## config.mk

```make
export PLATFORM = sky130hd
export DESIGN_NAME = enc_frame_slave
export DESIGN_NICKNAME = d
export VERILOG_FILES = /design/src/rtl/efs_pkg.sv /design/src/rtl/efs_line_mon.sv /design/src/rtl/efs_frame_shift.sv /design/src/rtl/enc_frame_slave.sv
export SDC_FILE = /design/constraint.sdc
export NUM_CORES = 1
export LEC_CHECK = 0
export BUFFER_PORTS_ARGS = -buffer_cell sky130_fd_sc_hd__buf_2
export CAP_MARGIN = 20
export CORE_ASPECT_RATIO = 1.1
export CORE_UTILIZATION = 55
export CTS_BUF_LIST = sky130_fd_sc_hd__clkbuf_4 sky130_fd_sc_hd__clkbuf_8
export DETAILED_ROUTE_END_ITERATION = 16
export PLACE_DENSITY = 0.74
export REMOVE_ABC_BUFFERS = 1
export SLEW_MARGIN = 5
export SYNTH_ARGS = -nofsm -noshare
export SYNTH_HDL_FRONTEND = slang
export SYNTH_SLANG_ARGS = --single-unit
```

## constraint.sdc

```tcl
create_clock -name clk -period 2.1 [get_ports clk]
set_input_delay 0.42 -clock clk [delete_from_list [all_inputs] [get_ports clk]]
set_output_delay 0.42 -clock clk [all_outputs]
set_load 0.1 [all_outputs]
```

## src/rtl/efs_pkg.sv

```systemverilog
package efs_pkg;
  localparam int CRC_W = 6;
  localparam logic [CRC_W-1:0] CRC_POLY = 6'h03;

  typedef enum logic [3:0] {
    ST_IDLE,
    ST_ARMED,
    ST_BUSY,
    ST_START,
    ST_CDS,
    ST_SHIFT,
    ST_END,
    ST_TAIL,
    ST_HOLD
  } efs_state_t;
endpackage

```

## src/rtl/efs_line_mon.sv

```systemverilog
module efs_line_mon #(
  parameter int TIMEOUT_CYC = 20
) (
  input  logic clk,
  input  logic rst,
  input  logic link_clk,
  output logic rise,
  output logic tout_evt
);
  localparam int CW = $clog2(TIMEOUT_CYC + 1);
  localparam logic [CW-1:0] CNT_MAX  = CW'(TIMEOUT_CYC);
  localparam logic [CW-1:0] CNT_FIRE = CW'(TIMEOUT_CYC - 1);

  logic          prev_q;
  logic [CW-1:0] stab_q;
  logic          changed;

  assign changed  = (link_clk != prev_q);
  assign rise     = link_clk & ~prev_q;
  assign tout_evt = ~changed && (stab_q == CNT_FIRE);

  always_ff @(posedge clk or posedge rst) begin
    if (rst) begin
      prev_q <= 1'b1;
      stab_q <= '0;
    end else begin
      prev_q <= link_clk;
      if (changed)
        stab_q <= '0;
      else if (stab_q != CNT_MAX)
        stab_q <= stab_q + 1'b1;
    end
  end

  // a stable stretch produces exactly one timeout event
  a_r10_tout_single: assert property (@(posedge clk) disable iff (rst)
    tout_evt |=> !tout_evt);
  // a rising edge and a timeout never coincide
  a_r9_rise_excl_tout: assert property (@(posedge clk) disable iff (rst)
    !(rise && tout_evt));
endmodule

```

## src/rtl/efs_frame_shift.sv

```systemverilog
module efs_frame_shift
  import efs_pkg::*;
#(
  parameter int POS_W = 12
) (
  input  logic             clk,
  input  logic             rst,
  input  logic             load,
  input  logic             shift,
  input  logic [POS_W-1:0] pos,
  input  logic             err,
  input  logic             warn,
  output logic             bit_out
);
  localparam int DATA_W  = POS_W + 2;
  localparam int FRAME_W = DATA_W + CRC_W;

  function automatic logic [CRC_W-1:0] crc_calc(input logic [DATA_W-1:0] d);
    logic [CRC_W-1:0] r;
    logic fb;
    r = '0;
    for (int i = DATA_W - 1; i >= 0; i--) begin
      fb = d[i] ^ r[CRC_W-1];
      r  = {r[CRC_W-2:0], 1'b0};
      if (fb) r = r ^ CRC_POLY;
    end
    return r;
  endfunction

  logic [DATA_W-1:0]  payload;
  logic [FRAME_W-1:0] sh_q;

  assign payload = {pos, err, warn};
  assign bit_out = sh_q[FRAME_W-1];

  always_ff @(posedge clk or posedge rst) begin
    if (rst)
      sh_q <= '0;
    else if (load)
      sh_q <= {payload, ~crc_calc(payload)};
    else if (shift)
      sh_q <= {sh_q[FRAME_W-2:0], 1'b0};
  end

  // loading and shifting are never requested together
  a_r2_load_excl_shift: assert property (@(posedge clk) disable iff (rst)
    !(load && shift));
endmodule

```

## src/rtl/enc_frame_slave.sv

```systemverilog
module enc_frame_slave
  import efs_pkg::*;
#(
  parameter int POS_W       = 12,
  parameter int PREP_CYC    = 3,
  parameter int TIMEOUT_CYC = 20
) (
  input  logic             clk,
  input  logic             rst,
  input  logic             link_clk,
  input  logic [POS_W-1:0] pos_in,
  input  logic             err_in,
  input  logic             warn_in,
  output logic             link_dat
);
  localparam int FRAME_W   = POS_W + 2 + CRC_W;
  localparam int BITCW     = $clog2(FRAME_W);
  localparam int BUSYCW    = (PREP_CYC > 1) ? $clog2(PREP_CYC) : 1;
  localparam int PREP_LAST = (PREP_CYC > 0) ? PREP_CYC - 1 : 0;

  efs_state_t        state_q;
  logic [BUSYCW-1:0] busy_q;
  logic [BITCW-1:0]  bit_q;
  logic              cdm_q;
  logic              rise, tout_evt;
  logic              load, shift, sh_bit;

  efs_line_mon #(.TIMEOUT_CYC(TIMEOUT_CYC)) u_mon (
    .clk(clk), .rst(rst), .link_clk(link_clk),
    .rise(rise), .tout_evt(tout_evt)
  );

  assign load  = rise && (state_q == ST_IDLE);
  assign shift = rise && (state_q == ST_SHIFT);

  efs_frame_shift #(.POS_W(POS_W)) u_sh (
    .clk(clk), .rst(rst), .load(load), .shift(shift),
    .pos(pos_in), .err(err_in), .warn(warn_in), .bit_out(sh_bit)
  );

  always_ff @(posedge clk or posedge rst) begin
    if (rst) begin
      state_q  <= ST_IDLE;
      busy_q   <= '0;
      bit_q    <= '0;
      cdm_q    <= 1'b0;
      link_dat <= 1'b1;
    end else if (tout_evt && state_q != ST_IDLE) begin
      if (link_clk) begin
        if (state_q == ST_TAIL) cdm_q <= 1'b1;
        state_q  <= ST_IDLE;
        link_dat <= 1'b1;
      end else if (state_q == ST_TAIL) begin
        cdm_q   <= 1'b0;
        state_q <= ST_HOLD;
      end
    end else if (rise) begin
      unique case (state_q)
        ST_IDLE:  state_q <= ST_ARMED;
        ST_ARMED: begin
          link_dat <= 1'b0;
          busy_q   <= '0;
          state_q  <= (PREP_CYC == 0) ? ST_START : ST_BUSY;
        end
        ST_BUSY: begin
          link_dat <= 1'b0;
          busy_q   <= busy_q + 1'b1;
          if (busy_q == BUSYCW'(PREP_LAST)) state_q <= ST_START;
        end
        ST_START: begin
          link_dat <= 1'b1;
          state_q  <= ST_CDS;
        end
        ST_CDS: begin
          link_dat <= cdm_q;
          bit_q    <= '0;
          state_q  <= ST_SHIFT;
        end
        ST_SHIFT: begin
          link_dat <= sh_bit;
          bit_q    <= bit_q + 1'b1;
          if (bit_q == BITCW'(FRAME_W - 1)) state_q <= ST_END;
        end
        ST_END: begin
          link_dat <= 1'b0;
          state_q  <= ST_TAIL;
        end
        default: ;
      endcase
    end
  end

  // idle means data high
  a_r1_idle_high: assert property (@(posedge clk) disable iff (rst)
    (state_q == ST_IDLE) |-> link_dat);
  // acknowledge drives data low
  a_r3_ack_low: assert property (@(posedge clk) disable iff (rst)
    (rise && state_q == ST_ARMED) |=> !link_dat);
  // data low throughout busy
  a_r4_busy_low: assert property (@(posedge clk) disable iff (rst)
    (state_q == ST_BUSY) |-> !link_dat);
  // data moves only after a rising edge or a timeout
  a_r9_change_on_event: assert property (@(posedge clk) disable iff (rst)
    !$stable(link_dat) |-> ($past(rise) || $past(tout_evt)));
  // the control bit is captured only after a completed frame
  a_r6_cdm_from_tail: assert property (@(posedge clk) disable iff (rst)
    !$stable(cdm_q) |-> ($past(state_q) == ST_TAIL));
endmodule

```

# Yosys cells after proc, flatten, opt, wreduce, memory -nomap -nowiden
# Cells that the tools add are included.
dict set report classes {
  mux 48
  reduce_logical 19
  add_sub_neg 3
  bitwise 31
  eq_ne 16
}
# cell n
set ops {}
lappend ops {{two-way mux 6 bit} 14}
lappend ops {{two-way mux 20 bit} 2}
lappend ops {{two-way mux 2 bit} 14}
lappend ops {{one-hot mux 4 bit (7 select lines)} 1}
lappend ops {{NOT 2 bit} 13}
lappend ops {{two-way mux 4 bit} 6}
lappend ops {{equality test 4 x 3 -> 1 bit, second input constant} 4}
lappend ops {{bitwise XOR 1 bit} 13}
lappend ops {{adder 5 x 1 -> 5 bit, second input constant} 2}
lappend ops {{equality test 5 bit, second input constant} 2}
lappend ops {{two-way mux 5 bit} 2}
lappend ops {{one-hot mux 5 bit (2 select lines)} 1}
lappend ops {{nonzero test 2 bit} 5}
lappend ops {{AND reduction 3 bit} 3}
lappend ops {{equality test 4 x 2 -> 1 bit, second input constant} 2}
lappend ops {{nonzero test 8 bit} 1}
lappend ops {{two-way mux 1 bit} 6}
lappend ops {{NOT 6 bit} 1}
lappend ops {{inequality test 5 bit, second input constant} 1}
lappend ops {{AND reduction 5 bit} 1}
lappend ops {{nonzero test 5 bit} 1}
lappend ops {{equality test 4 x 1 -> 1 bit, second input constant} 1}
lappend ops {{logical AND 1 bit} 4}
lappend ops {{logical NOT 4 bit} 1}
lappend ops {{14 further kinds} 16}
dict set report word_totals {
  inputBits 17
  reg_bits 39
  output_inout_bits 1
  wordCells 125
}

# Longest topological paths before layout
# Gate-level depths: netlist (run 1).
dict set report depth {
  ltp_word 45
  ltp_mapped 8
  mapped_depth_nobuf 7
}

# By module
# A second synthesis (run 1) with hierarchy kept.
dict set report unflattened {
  hier_cells 233
  hier_area_um2 2337.2
}
# module seq_area_each_um2 area_per_inst_um2 n_inst cells_each
set modules_own_cells {}
lappend modules_own_cells {efs_frame_shift 500.5 1136.1 1 108}
lappend modules_own_cells {enc_frame_slave 326.6 848.3 1 91}
lappend modules_own_cells {efs_line_mon 151.4 352.8 1 34}

# Worst setup path after synthesis (run 1)
# No wires, ideal clock.
dict set report synth_timing {
  path_kind {flip-flop to flip-flop}
  startpoint {register u_mon.prev_q}
  endpoint {register bit_q[4]}
  required_time_ns 2.024
  period_less_slack_ns 1.862
  n_path_buf 0
  arrival_time_ns 1.786
  path_stages_with_launch 7
  setup_ns 0.076
  setup_slack_ns 0.238
  path_cell_list {dfstp_2 -> inv_1 -> ha_1 -> inv_1 -> o2111ai_4 -> or4_1 -> o21ai_1}
}
dict set report synth_between {
  elab_chain_cells 6
  word_cells_on_any_way 8
}
# item line
set synth_rtl {}
lappend synth_rtl {{start, declared} efs_line_mon.sv:14} ;# logic prev_q;
lappend synth_rtl {{start signal, assigned} efs_line_mon.sv:27} ;# prev_q <= link_clk;
lappend synth_rtl {{inequality test 1 bit} efs_line_mon.sv:18} ;# assign changed = (link_clk != prev_q);
lappend synth_rtl {{NOT 1 bit} efs_line_mon.sv:20} ;# assign tout_evt = ~changed && (stab_q == CNT_FIRE);
lappend synth_rtl {{logical AND 1 bit} efs_line_mon.sv:20}
lappend synth_rtl {{logical AND 1 bit} enc_frame_slave.sv:48} ;# end else if (tout_evt && state_q != ST_IDLE) begin
lappend synth_rtl {{NOT 1 bit (no line)} -}
lappend synth_rtl {{AND reduction 3 bit (no line) *} -}
lappend synth_rtl {{end signal, assigned} enc_frame_slave.sv:81} ;# bit_q <= bit_q + 1'b1;
lappend synth_rtl {{end, declared} enc_frame_slave.sv:23} ;# logic [BITCW-1:0] bit_q;
# Mark *: on every way between the ends. The rest lies on a longest branch, timed or not.
# A chain may end at the register's enable or synchronous reset.

# Worst setup path after layout (run 1)
dict set report layout_timing {
  startpoint {register u_mon.prev_q}
  endpoint {register state_q[0]}
}
dict set report layout_between {
  elab_chain_cells 6
  word_cells_on_any_way 13
}
# item line
set layout_rtl {}
lappend layout_rtl {{inequality test 1 bit} efs_line_mon.sv:18}
lappend layout_rtl {{NOT 1 bit} efs_line_mon.sv:20}
lappend layout_rtl {{logical AND 1 bit} efs_line_mon.sv:20}
lappend layout_rtl {{logical AND 1 bit} enc_frame_slave.sv:48}
lappend layout_rtl {{nonzero test 8 bit (no line) (tied with other cells)} -}
lappend layout_rtl {{AND reduction 5 bit (no line)} -}
lappend layout_rtl {{end signal, assigned} enc_frame_slave.sv:63} ;# state_q <= (PREP_CYC == 0) ? ST_START : ST_BUSY;
lappend layout_rtl {{end, declared} enc_frame_slave.sv:21} ;# efs_state_t state_q;
# Parallel ways exist; a longest one is shown, timed or not.

==> reports/metrics.yaml, run 1 <==
status: "finished, final reports clean"
p_leak_nw: 1.103
drt_iter0_markers: 121
reg2reg_to: "state_q[0]"
synth_mux_area_share_pct: 6.604
async_flop_share_pct: 100.0
synth_flop_cell: "dfrtp_1"
root_buffer: "clkbuf_8"
gp_congestion: 0.8683
path_max_fanout: 8
dieHeight_um: 71.10
preCtsSetupSlack_ns: 0.07283
grt_setup_unrepaired: "false"
crit_required_ns: 2.28
endpoint_kind: "register"
initial_core_util_pct: 58.89
arrival_ns: 2.15
synth_top_cell_by_area: "dfrtp_1"
cts_made_buffers: 5
ys_seq_elements: 39
cts_sinks: 39
utilization_pct: 65.15
r2r-start: "u_mon.prev_q"
synth-edff-count: 0
critPathMaxStageDelay_ns: 0.52
setup-tns-final_ns: 0
design.core.area_um2: 4054
design_area_um2: 2641
n_fill_cell: 354
hold_viol: 0
synthSimpleGateAreaFrac_pct: 15.72
clkTransAtPathRegs_ns: 0.07
rr_worst_depth: 7
antenna_found_initial: 0
power_density_nw_per_um2: 1159
antenna_cells: 0
fin_nets: 280
maxCapViolations: 0
synth_top_area_share_pct: 38.78
fin_ws_ns: 0.1262
ios: 18
dieWidth_um: 64.82
path_buf_inv: 2
grt_pass1_wl_mm: 8.066
worstSetupPathType: "register to register"
fin_crit_ns: 1.974
yosysSeqAreaShare_pct: 40.99
crit_top_cell: "inv_1"
grt_max_degree: 40
portBuffers: 17
fmax_mhz: 506.6
ir_drop_mv: 0.6031
grt_remaining_overflow: 0
cp_slowest_cell: "dfstp_2"
hp-class: "primary input to asynchronous set/reset pin"
grt_usage_pct: 22.98
htreeDepth: 2
yosysWarnings: 0
max_slew_margin_pct: 65.02
via_per_inst: 5.585
whs_ns: 0.2499
dpl_cell_area_um2: 2532
die-area_um2: 4608
fin_crit_sh_pct: 93.99
slew_violations: 0
row_count: 24
syn-cell-area_um2: 2387
cts.path.max_buffers: 2
hpwl_mm: 3.333
dr.pass1.iters: 4
ant_nets: 0
yosys-top-cells-area: "dfrtp_1 (39%), xnor2_1 (5.9%), mux2i_1 (5.0%)"
drc: 0
synth.distinct_cells: 57
postRouteWirelength_mm: 4.548
synthAdderAreaFrac_pct: 2.621
synth.most_common_cell: "dfrtp_1"
cts_tree: "done"
synth_commonest_cells: "dfrtp_1 (37), nand2_1 (24), o21ai_1 (17), xnor2_1 (16), a21oi_1 (15)"
wl_per_cell_um: 14.62
synth_compound_area_share_pct: 18.03
num_vias: 1737
grt_pass1_vias: 1786
setup_viol: 0
worstPathCellList: "inv_1, ha_1, inv_1, nor2_4, a22oi_2, nor2_2, mux2_4"
synth_top_family_by_area: "compound AO/OA/AOI/OAI gates"
fin_skew_ns: 0.006468
synth_xor_area_share_pct: 10.27
syn2layout_area_growth_pct: 10.64
regToRegSetupSlack_ns: 0.13
netlist_instances: 237
syn_area_per_cell_um2: 10.07
clk_latency_ns: 0.29
critical-path-top-delay-family: "flip-flops"
worstMarginPinSlew_ns: 0.5246
start_kind: "register"
drive_gt1_share_pct: 20.46
==> layer usage <==
metal | track usage [%] | wire (µm)
met5 | 0 | 0
met4 | 10.86 | 112
met3 | 5.806 | 169
met2 | 37.04 | 2196
met1 | 28.66 | 2069
==> per-stage QoR <==
| stage | power (mW) | cells |
|---|---|---|
| floorplan | 2.167 | 224 |
| global placement | 2.473 | 303 |
| CTS | 3.084 | 311 |
| global route | 3.303 | 311 |
| detailed placement | 2.507 | 303 |
| finish | 3.062 | 311 |
==> worst max path at each step <==
stage / end / slack [ns] / cells after the start / start
floorplan: state_q[0] / 0.12 / 7 / u_mon.prev_q
finish: state_q[0] / 0.13 / 7 / u_mon.prev_q
detailed placement: link_dat / 0.07 / 8 / link_clk
global placement: state_q[0] / 0.13 / 7 / link_clk
global route: state_q[0] / 0.02 / 7 / u_mon.prev_q
CTS: link_dat / 0.12 / 8 / u_mon.prev_q
==> where the power goes <==
group	switching (mW)	total (mW)	internal (mW)
registers	0.259	1.29	1.03
clock network	0.252	0.564	0.313
logic	0.676	1.21	0.535
==> layout by cell type (no fill, tap or decap), types with 2 or more instances in the layout <==
cell type and n:
mux2i_1 12, nand3_1 5, dfstp_2 2, nor2_2 2, xnor3_1 2, nor2b_1 3
clkinv_1 2, o21ai_0 7, and3_1 3, nand2b_1 2, nor3_1 6, dfrtp_1 37
inv_1 10, xnor2_1 16, buf_4 9, nor2_1 10, ha_1 5, nand2_1 24
a21oi_1 15, clkbuf_8 7, a22o_1 3, o22ai_1 4, mux2_1 2, xor2_1 5
o21ai_1 17, buf_2 17, nor2_4 2
==> cell type report <==
| class | instances | area, µm² | share of cell area (%) |
|---|---|---|---|
| multi-input cells | 173 | 1276 | 48.32 |
| inverters | 12 | 45.04 | 1.705 |
| repair buffers | 27 | 172.7 | 6.537 |
| clock buffers | 8 | 103.9 | 3.932 |
| well taps | 52 | 65.06 | 2.463 |
| flip-flops and latches | 39 | 978.4 | 37.04 |
==> cell families after synthesis <==
| logic type | count (synthesis) |
|---|---|
| buffers and inverters | 25 |
| muxes | 15 |
| AOI/OAI and AO/OA | 61 |
| DFF | 39 |
| adders and majority gates | 5 |
| and+or+nand+nor | 68 |
| xor gates and xnor gates | 24 |
==> sequential cells by signal, summed over array words and instances, names as in the netlist <==
signal        flops
state_q           4
u_mon.prev_q      1
cdm_q             1
busy_q            2
bit_q             5
link_dat          1
u_sh.sh_q        20
u_mon.stab_q      5
==> tightest hold or removal path: cells and delay by family <==
| family | cells | cell delay, ns |
|---|---|---|
| buf+inv | 3 | 0.57 |
==> timing repair <==
action | 4_1_cts | 5_1_grt
hold buffers | 0 | 0
gates resized for setup | 0 | 1
buffers inserted | 0 | 0
endpoints found under the setup margin | 0 | 1
Power figures use the tool's default switching activity.
==> run 2, diff against run 1 <==
--- a/config.mk
+++ b/config.mk
@@ -8,10 +8,10 @@
 export BUFFER_PORTS_ARGS = -buffer_cell sky130_fd_sc_hd__buf_2
 export CAP_MARGIN = 20
 export CORE_ASPECT_RATIO = 1.1
-export CORE_UTILIZATION = 55
+export CORE_UTILIZATION = 40
 export CTS_BUF_LIST = sky130_fd_sc_hd__clkbuf_4 sky130_fd_sc_hd__clkbuf_8
 export DETAILED_ROUTE_END_ITERATION = 16
-export PLACE_DENSITY = 0.74
+export PLACE_DENSITY = 0.57
 export REMOVE_ABC_BUFFERS = 1
 export SLEW_MARGIN = 5
 export SYNTH_ARGS = -nofsm -noshare
==> run 2 against run 1 <==
Compared with the run above:
- final area is 1.8% higher
- flip-flop and latch count stayed put
- worst hold slack worse by 0.023 ns
- cell count is 9.0% higher
- via count is 0.46% lower
- utilization is 19 points lower
- clock skew is 0.0071 ns higher
- sequential power hardly changed
- critical path type unchanged
- critical endpoint unchanged
==> reports/metrics.yaml, run 2 (synthesis gave the netlist of run 1 again) <==
dp_cells: 331
fin_crit_sh_pct: 89.22
dieWidth_um: 75.66
portBuffers: 17
worstSetupPathType: "register to register"
antenna_cells: 0
pwr-share-clk_pct: 17.3
antenna_found_initial: 0
pwr-share-comb_pct: 40.4
fin_nets: 283
utilization_pct: 46.58
reg_top3: "u_sh.sh_q x20, bit_q x5, u_mon.stab_q x5"
clkTransAtPathRegs_ns: 0.08
ios: 18
largest_reg_flops: 20
grt_max_degree: 40
ir_drop_mv: 0.4693
cp-startpoint: "u_mon.prev_q"
reg2reg_to: "state_q[0]"
arrival_ns: 2.05
regToRegSetupSlack_ns: 0.23
fin_skew_ns: 0.01354
fmax_mhz: 533.7
initial_core_util_pct: 41.38
dr.pass1.iters: 4
num_vias: 1729
via_per_inst: 5.100
grt_remaining_overflow: 0
root_buffer: "clkbuf_8"
grt.met2_usage_pct: 26.62
start_kind: "register"
drt_iter0_markers: 94
p_switching_mw: 1.199
grt_pass1_vias: 1716
grt_usage_pct: 16.91
htreeDepth: 2
cts_setup_buffers: 0
use_met1_pct: 22.72
worstMarginPinSlew_ns: 0.5118
postRouteWirelength_mm: 4.701
cts_sinks: 39
hp-class: "primary input to asynchronous set/reset pin"
slew_violations: 0
wl_per_cell_um: 13.87
hpwl_mm: 3.508
design.core.area_um2: 5769
r2r-start: "u_mon.prev_q"
cts.path.max_buffers: 2
row_count: 29
crit_end: "state_q[0]"
max_slew_margin_pct: 65.88
status: "finished, final reports clean"
stdcell_count: 339
gp_congestion: 0.8286
cts_tree: "done"
p_leak_nw: 1.117
design_area_um2: 2688
dpl_cell_area_um2: 2599
cts_made_buffers: 5
regMostFlops: "u_sh.sh_q"
ant_nets: 0
syn2layout_area_growth_pct: 12.58
fin_crit_ns: 1.874
rr_worst_depth: 7
final_common_cell: "dfrtp_1"
grt_setup_unrepaired: "false"
drive_gt1_share_pct: 21.76
intPower_mw: 1.853
maxCapViolations: 0
die-area_um2: 6282
grt_pass1_wl_mm: 8.155
grt_use_met3_pct: 3.641
n_fill_cell: 536
final_cell_mix: "dfrtp_1 (37), nand2_1 (24), o21ai_1 (17), buf_2 (17), xnor2_1 (16)"
dieHeight_um: 83.03
clk_latency_ns: 0.30
busiest_layer: "met2"
pwr-share-seq_pct: 42.3
swShare_pct: 39.29
power_density_nw_per_um2: 1135
endpoint_kind: "register"
path_max_fanout: 6
hold_viol: 0
setup-tns-final_ns: 0
crit_required_ns: 2.27
drc: 0
setup_viol: 0
[run 2: cell count changes in the layout (fill, tap and decap cells not counted), sizes merged]
cell    delta
clkinv     +1
buf        +3
clkbuf     -1
[run 2: how the worst min path moves through the flow]
stage	from	end	slack, ns	cells past startpoint
global route	link_clk	u_mon.prev_q	0.26	1
global placement	u_sh.sh_q[16]	u_sh.sh_q[16]	0.47	2
CTS	rst	u_sh.sh_q[3]	0.25	3
detailed placement	u_sh.sh_q[14]	u_sh.sh_q[14]	0.48	2
floorplan	link_clk	u_mon.prev_q	0.42	0
finish	rst	bit_q[2]	0.23	3
[run 2: per-layer routing]
layer	up-vias	wire (µm)
met3	7	127
met5	-	0
met1	812	2276
met4	0	83
li1	881	-
met2	29	2213
[run 2: repair_timing]
action | CTS | global route
hold buffers | 0 | 0
endpoints found under the setup margin | 0 | 4
gates resized for setup | 0 | 1
[run 2: power by group through the flow]
| stage | logic (mW) | clock network [mW] | registers, mW |
|---|---|---|---|
| after floorplan | 0.849 | 0 | 1.32 |
| after global placement | 1.23 | 0 | 1.29 |
| after detailed placement | 1.25 | 0 | 1.30 |
| after CTS | 1.25 | 0.544 | 1.29 |
| after global routing | 1.40 | 0.576 | 1.33 |
| final | 1.23 | 0.528 | 1.29 |
[run 2: metrics by stage]
stage	setup slack, ns	total power, mW	hold WS (ns)
floorplan	0.1226	2.167	0.4245
global placement	0.1501	2.529	0.4669
detailed placement	0.1275	2.554	0.4768
CTS	0.1697	3.088	0.2525
global route	0.04507	3.303	0.2612
finish	0.2263	3.051	0.2273
[run 2: cell type report]
type | instances | area [µm²] | area share, %
Clock buffer | 7 | 83.83 | 3.119
Clock inverter | 1 | 5.005 | 0.1862
Inverter | 12 | 45.04 | 1.676
Multi-Input combinational cell | 173 | 1271 | 47.30
Sequential cell | 39 | 978.4 | 36.41
Tap cell | 77 | 96.34 | 3.585
Timing Repair Buffer | 30 | 207.7 | 7.728
[run 2: worst max-delay path, stage by stage, from the launching register on]
cell     delay [ns]
dfstp_2        0.52
inv_1          0.04
ha_1           0.29
inv_2          0.08
nor2_2         0.23
a22oi_2        0.13
nor2_2         0.15
mux2_4         0.31
